### src/rtl/rtc_tick_pkg.sv
package rtc_tick_pkg;
  localparam int DIV_W   = 15;
  localparam int CTRL_W  = 9;
  localparam int EXP_W   = $clog2(DIV_W + 1);
  localparam int B_EN    = 0;
  localparam int B_XSEL  = 1;
  localparam int B_SPLIT = 2;
  localparam int B_CLR   = 3;
  localparam int B_OVR   = 4;
  localparam int B_CODE  = 5;

  typedef struct packed {
    logic [3:0] code;
    logic       ovr;
    logic       split;
    logic       xsel;
    logic       en;
  } ctrl_t;

  typedef struct packed {
    logic             live;
    logic [EXP_W-1:0] k;
  } tap_t;

  // rate code -> divider tap exponent (period = 2**k crystal cycles)
  function automatic tap_t pick_tap(input logic ovr, input logic [3:0] code);
    tap_t r;
    r.live = 1'b1;
    r.k    = '0;
    if (!ovr) begin
      unique case (code)
        4'd0:  r.k = EXP_W'(1);
        4'd1:  r.k = EXP_W'(2);
        4'd2:  r.k = EXP_W'(3);
        4'd3:  r.k = EXP_W'(4);
        4'd4:  r.k = EXP_W'(8);
        4'd5:  r.k = EXP_W'(15);
        4'd6:  r.k = EXP_W'(5);
        4'd7:  r.k = EXP_W'(6);
        4'd8:  r.k = EXP_W'(7);
        4'd9:  r.k = EXP_W'(9);
        4'd10: r.k = EXP_W'(10);
        4'd11: r.k = EXP_W'(11);
        4'd12: r.k = EXP_W'(12);
        4'd13: r.k = EXP_W'(13);
        4'd14: r.k = EXP_W'(14);
        default: r.live = 1'b0;
      endcase
    end
    return r;
  endfunction
endpackage

### src/rtl/rtc_ctrl_reg.sv
module rtc_ctrl_reg
  import rtc_tick_pkg::*;
#(
  parameter int ADDR_W = 4,
  parameter logic [ADDR_W-1:0] CTRL_ADDR = '0
) (
  input  logic              clk,
  input  logic              rst_n,
  input  logic [ADDR_W-1:0] addr,
  input  logic              we,
  input  logic [CTRL_W-1:0] wdata,
  output ctrl_t             ctrl,
  output logic              clr_now,
  output logic [CTRL_W-1:0] rdata
);
  logic  hit;
  ctrl_t ctrl_q;

  assign hit     = (addr == CTRL_ADDR);
  assign clr_now = hit && we && wdata[B_CLR];

  always_ff @(posedge clk or negedge rst_n) begin
    if (!rst_n) begin
      ctrl_q <= '0;
    end else if (hit && we) begin
      ctrl_q.en    <= wdata[B_EN];
      ctrl_q.xsel  <= wdata[B_XSEL];
      ctrl_q.split <= wdata[B_SPLIT];
      ctrl_q.ovr   <= wdata[B_OVR];
      ctrl_q.code  <= wdata[B_CODE +: 4];
    end
  end

  always_comb begin
    rdata = '0;
    if (hit) begin
      rdata[B_EN]       = ctrl_q.en;
      rdata[B_XSEL]     = ctrl_q.xsel;
      rdata[B_SPLIT]    = ctrl_q.split;
      rdata[B_OVR]      = ctrl_q.ovr;
      rdata[B_CODE +: 4] = ctrl_q.code;
    end
  end

  assign ctrl = ctrl_q;
endmodule

### src/rtl/rtc_prescaler.sv
module rtc_prescaler #(
  parameter int WIDTH = 15
) (
  input  logic             clk,
  input  logic             rst_n,
  input  logic             clr,
  output logic [WIDTH-1:0] div_q,
  output logic             wrap
);
  logic [WIDTH-1:0] cnt_q;

  always_ff @(posedge clk or negedge rst_n) begin
    if (!rst_n)   cnt_q <= '0;
    else if (clr) cnt_q <= '0;
    else          cnt_q <= cnt_q + 1'b1;
  end

  assign div_q = cnt_q;
  assign wrap  = &cnt_q;
endmodule

### src/rtl/rtc_tick_sel.sv
module rtc_tick_sel
  import rtc_tick_pkg::*;
#(
  parameter int WIDTH = 15
) (
  input  logic [WIDTH-1:0] div_q,
  input  tap_t             tap,
  output logic             tick
);
  logic [WIDTH:0] tap_full;

  // tap_full[i]: low i divider bits all ones (period 2**i)
  assign tap_full[0] = 1'b1;
  generate
    for (genvar i = 1; i <= WIDTH; i++) begin : g_tap
      assign tap_full[i] = &div_q[i-1:0];
    end
  endgenerate

  assign tick = tap.live && tap_full[tap.k];
endmodule

### src/rtl/rtc_tick_ctrl.sv
module rtc_tick_ctrl
  import rtc_tick_pkg::*;
#(
  parameter int ADDR_W = 4,
  parameter logic [ADDR_W-1:0] CTRL_ADDR = '0
) (
  input  logic              clk_xtal,
  input  logic              rst_n,
  input  logic [ADDR_W-1:0] bus_addr,
  input  logic              bus_we,
  input  logic [CTRL_W-1:0] bus_wdata,
  output logic [CTRL_W-1:0] bus_rdata,
  output logic              cnt_wr_permit,
  output logic              sec_en,
  output logic              tick_pulse
);
  ctrl_t            ctrl;
  logic             clr_now;
  logic [DIV_W-1:0] div_q;
  tap_t             tap;
  logic             tick_ovr;
  logic [3:0]       tick_code;

  rtc_ctrl_reg #(.ADDR_W(ADDR_W), .CTRL_ADDR(CTRL_ADDR)) u_reg (
    .clk(clk_xtal), .rst_n(rst_n), .addr(bus_addr), .we(bus_we),
    .wdata(bus_wdata), .ctrl(ctrl), .clr_now(clr_now), .rdata(bus_rdata)
  );

  rtc_prescaler #(.WIDTH(DIV_W)) u_div (
    .clk(clk_xtal), .rst_n(rst_n), .clr(clr_now), .div_q(div_q), .wrap(sec_en)
  );

  assign tick_ovr  = ctrl.ovr;
  assign tick_code = ctrl.code;
  assign tap       = pick_tap(tick_ovr, tick_code);

  rtc_tick_sel #(.WIDTH(DIV_W)) u_tick (
    .div_q(div_q), .tap(tap), .tick(tick_pulse)
  );

  assign cnt_wr_permit = ctrl.en;
endmodule

### config.mk
export PLATFORM = sky130hd
export DESIGN_NAME = rtc_tick_ctrl
export DESIGN_NICKNAME = d
export VERILOG_FILES = /design/src/rtl/rtc_tick_pkg.sv /design/src/rtl/rtc_ctrl_reg.sv /design/src/rtl/rtc_prescaler.sv /design/src/rtl/rtc_tick_sel.sv /design/src/rtl/rtc_tick_ctrl.sv
export SDC_FILE = /design/constraint.sdc
export NUM_CORES = 1
export LEC_CHECK = 0
export BUFFER_PORTS_ARGS = -buffer_cell sky130_fd_sc_hd__clkbuf_2
export CELL_PAD_IN_SITES_DETAIL_PLACEMENT = 2
export CELL_PAD_IN_SITES_GLOBAL_PLACEMENT = 2
export CORE_MARGIN = 2
export CORE_UTILIZATION = 30
export DETAILED_ROUTE_END_ITERATION = 8
export PLACE_DENSITY = 0.77
export SLEW_MARGIN = 20
export SYNTH_ARGS = -nofsm -noshare
export SYNTH_HDL_FRONTEND = slang
export SYNTH_HIERARCHICAL = 1
export SYNTH_SLANG_ARGS = --single-unit
### constraint.sdc
create_clock -name clk_xtal -period 1.58 [get_ports clk_xtal]
set_input_delay 0.237 -clock clk_xtal [delete_from_list [all_inputs] [get_ports clk_xtal]]
set_output_delay 0.237 -clock clk_xtal [all_outputs]
set_load 0.02 [all_outputs]
==> impl_summary.log <==
INFO  metric placement.cell_area = 1910 sq um
INFO  metric critical_path.endpoint_type = output pin
INFO  metric busiest_layer = met2
INFO  metric cell_types_with_the_highest_counts_after_synthesis = sky130_fd_sc_hd__dfrtp_1 (23), sky130_fd_sc_hd__nand2_1 (13), sky130_fd_sc_hd__mux2_2 (12)
INFO  metric via_to_cell_ratio = 5.18
INFO  metric final-setup-viol-count = 11
INFO  metric synth_simple_gate_area_share = 30.9%
INFO  metric grt_start_max_net_pins = 24
INFO  metric timing.final.hold_violations = 0
INFO  metric track_usage = 19.9%
INFO  metric ios = 28
INFO  metric synth_fa_ha_area_share = 0.837%
INFO  metric synthesis.area = 1500 sq um
INFO  metric worstSetupStartpointType = flop
INFO  metric timing.critical_path.from = u_reg/ctrl[6]
INFO  metric synth-edff-count = 0
INFO  metric numClockSinks = 23
INFO  metric yosys.cell_types.count = 43
INFO  metric p_leak = 0.982 nW
INFO  metric die_y = 74.6 microns
INFO  metric cts_tree = done
INFO  metric clock_pin_slew_worst_setup_and_hold_paths = 0.09 ns
INFO  metric final.fill_count = 506
INFO  metric cts_max_level = 1
INFO  metric final_layout_size_suffix_gt1_share = 59.3%
INFO  metric timing_worst_slew_pin_value = 0.619 ns
INFO  metric nets = 239
INFO  metric status = complete, but fails checks
INFO  metric failed_checks = setup timing
INFO  metric final.setup_skew = 0.00614 ns
INFO  metric timing.final.crit_period = 2.38 ns
INFO  metric min-delay-start = bus_wdata[5]
INFO  metric route.final.wire_length = 6.18 mm
INFO  metric synth_seq_area_share = 38.5%
INFO  metric wl_per_cell = 21.5 microns
INFO  metric seq_power_share = 34.3%
INFO  metric drt-pass1-iter-count = 4
INFO  metric worst-path-max-fanout = 8
INFO  metric finalInstanceArea = 2270 sq um
INFO  metric gp_congestion = 0.802
INFO  metric timing.fmax = 419 MHz
INFO  metric dp_hpwl = 3.93 mm
INFO  metric muxShareOfSynthArea = 9.79%
INFO  metric power = 0.00302 W
INFO  metric p_int = 0.00171 W
INFO  metric ys.flop_type = sky130_fd_sc_hd__dfrtp_1
INFO  metric ant_nets = 0
INFO  metric yosys-top-cells-area = sky130_fd_sc_hd__dfrtp_1 (38%), sky130_fd_sc_hd__mux2_2 (9.0%), sky130_fd_sc_hd__and2_2 (4.0%), sky130_fd_sc_hd__nor2b_1 (3.3%), sky130_fd_sc_hd__nand2_1 (3.3%)
INFO  metric via_count = 1,491
INFO  metric grt_pass1_vias = 1,614
INFO  metric synth-seq-cells = 23
INFO  metric initial_core_util = 31.4%
INFO  metric synth.yosys.warnings = 6
INFO  metric dr.first_iter.drc_count = 50
INFO  metric req_time_crit_path = 1.34 ns
INFO  metric category_of_the_critical_setup_timing_path = flop to output pin
INFO  metric vdd_ir_drop_max = 0.446 mV
INFO  metric worstPathArrival = 2.15 ns
INFO  metric comb_power_share = 52.7%
INFO  metric floorplan.rows = 25
INFO  metric placement.io_buffers = 26
INFO  metric postSynthNetCount = 177
INFO  metric final.setup.worst_slack = -0.804 ns
INFO  metric clockBufferDepth = 2
INFO  metric synthDominantCellAreaShare = 38.5%
INFO  metric worst_r2r_startpoint = u_div/div_q[0]
INFO  metric drcViolationCount = 0
INFO  metric synth_top_family_by_area = simple AND/OR/NAND/NOR gates
INFO  metric groute.layer.met2.usage = 37.6%
INFO  metric grt_use_met1 = 23.3%
INFO  metric netSwitchingPower = 0.00131 W
INFO  metric timing.final.crit_share = 151%
INFO  metric die_area = 5560 sq um
INFO  metric clk_root_buffer_cell = sky130_fd_sc_hd__clkbuf_8
INFO  metric slew_violations = 0
INFO  metric async_flop_share = 100%
INFO  metric tritoncts.num_buffers = 3
INFO  metric synth_compound_area_share = 12.3%
INFO  metric grt_remaining_overflow = 0
INFO  metric max_cap_violations = 0
INFO  metric synthDominantAreaCellType = sky130_fd_sc_hd__dfrtp_1
INFO  metric clock_power_share = 13.0%
INFO  metric power.density_cell_area = 1330 nW/um^2
INFO  metric chipWidth = 74.6 microns
INFO  metric grtUsageMet3 = 1.90%
INFO  metric clock_insertion_delay_at_the_later_pin_of_the_skew_report = 0.27 ns
INFO  metric core_ar = 4750 sq um
INFO  metric syn_to_final_growth = 51.5%
INFO  metric hold_slack = 0.201 ns
INFO  metric grt_antenna_before_repair = 0
INFO  metric post-synth-top-count-cell = sky130_fd_sc_hd__dfrtp_1
INFO  metric synth_cells = 160
INFO  metric switching_share = 43.4%
INFO  metric post_synth.cell_area_avg = 9.34 sq um
INFO  metric relSlewSlack = 58.7%
INFO  metric post_synth_xor_area_fraction = 2.34%
INFO  metric grt_first_pass_wirelength = 8.22 mm
INFO  metric insertedDiodeCount = 0
INFO  metric hold_path.class = input pin to flop
INFO  metric setup_repair_after_global_routing_missed_its_margin = true
timing repair:
action | in CTS | in global routing
hold buffers | 1 | 0
gates resized for setup | 9 | 45
hold endpoints to repair | 23 | 0
pin swaps | 1 | 14
endpoints found under the setup margin | 7 | 13
buffers inserted | 1 | 10
cell families (layout without fill, tap and decap cells):
logic type / count (synthesis) / count (layout)
compound gates: 28 / 28
xor+xnor: 4 / 4
fa+ha+maj: 1 / 1
mux: 13 / 13
flops: 23 / 23
other cells: 1 / 1
buf+inv: 15 / 76
simple gates: 75 / 75
sequential cells by signal, summed over array words and instances (netlist names):
signal / cells
u_div/div_q: 15
u_reg/ctrl: 8
power by group through the flow:
stage,Sequential [W],Combinational (W),Clock [W]
finish,0.00104,0.00159,0.000393
global route,0.00107,0.00170,0.000420
CTS,0.000999,0.00124,0.000394
detailed placement,0.000989,0.00119,0
global placement,0.000960,0.00110,0
floorplan,0.000948,0.000693,0
per-layer routing:
| metal | up-vias | routed length [microns] | part of all wire [%] |
|---|---|---|---|
| met5 | - | 0 | 0 |
| met4 | 0 | 131 | 2.1 |
| met3 | 10 | 86 | 1.4 |
| met2 | 21 | 3360 | 54 |
| met1 | 768 | 2610 | 42 |
| li1 | 692 | - | - |
path summary, 6_finish.rpt:
kind | end | slack (ns) | cells after the start
max reg2reg | u_div/div_q[14] | -0.13 | 6
max | tick_pulse | -0.80 | 8
max in group asynchronous | u_div/div_q[4] | 0.63 | 2
min in group asynchronous | u_div/div_q[0] | 0.50 | 2
min | u_reg/ctrl[4] | 0.20 | 2
min reg2reg | u_reg/ctrl[1] | 0.53 | 1
metrics by stage:
stage               setup slack, ns  TNS [ns]  instances  util (%)
global placement             -0.470    -0.532        273      40.2
detailed placement           -0.632     -1.03        273      40.2
floorplan                    -0.288    -0.288        160         -
CTS                          -0.823     -1.35        279      42.4
global route                 -0.937     -2.36        288      47.7
finish                       -0.804     -1.68        288      47.7
layout make-up:
| class | instances | area, sq um | share of cell area (%) |
|---|---|---|---|
| Inverter | 9 | 33.8 | 1.49 |
| Clock buffer | 4 | 45.0 | 1.99 |
| Multi-Input combinational cell | 122 | 1080 | 47.7 |
| Tap cell | 67 | 83.8 | 3.70 |
| Sequential cell | 23 | 586 | 25.8 |
| Timing Repair Buffer | 63 | 438 | 19.3 |
placed cells by master, fill, tap and decap left out, types with 4 or more instances in the layout:
| cell type | Yosys | final |
|---|---|---|
| sky130_fd_sc_hd__nand2_1 | 13 | 13 |
| sky130_fd_sc_hd__dfrtp_2 | 0 | 8 |
| sky130_fd_sc_hd__nor2b_1 | 8 | 6 |
| sky130_fd_sc_hd__o21ai_0 | 7 | 4 |
| sky130_fd_sc_hd__a21oi_2 | 0 | 4 |
| sky130_fd_sc_hd__nor4_4 | 1 | 4 |
| sky130_fd_sc_hd__mux2_2 | 12 | 11 |
| sky130_fd_sc_hd__clkbuf_2 | 0 | 24 |
| sky130_fd_sc_hd__a21oi_1 | 9 | 5 |
| sky130_fd_sc_hd__buf_4 | 1 | 32 |
| sky130_fd_sc_hd__nor2_1 | 11 | 11 |
| sky130_fd_sc_hd__nand3_1 | 8 | 6 |
| sky130_fd_sc_hd__and2_2 | 8 | 9 |
| sky130_fd_sc_hd__dfrtp_1 | 23 | 15 |
| sky130_fd_sc_hd__buf_6 | 2 | 6 |
| sky130_fd_sc_hd__inv_1 | 9 | 8 |
critical path, cell delays in order, from the launching register on:
cell                        delay [ns]
sky130_fd_sc_hd__dfrtp_2          0.48
sky130_fd_sc_hd__inv_1            0.18
sky130_fd_sc_hd__nand3_1          0.14
sky130_fd_sc_hd__a31oi_2          0.30
sky130_fd_sc_hd__inv_1            0.13
sky130_fd_sc_hd__o221ai_1         0.25
sky130_fd_sc_hd__o2bb2ai_2        0.15
sky130_fd_sc_hd__o32ai_4          0.11
sky130_fd_sc_hd__buf_6            0.14
(Power assumes the default switching activity.)
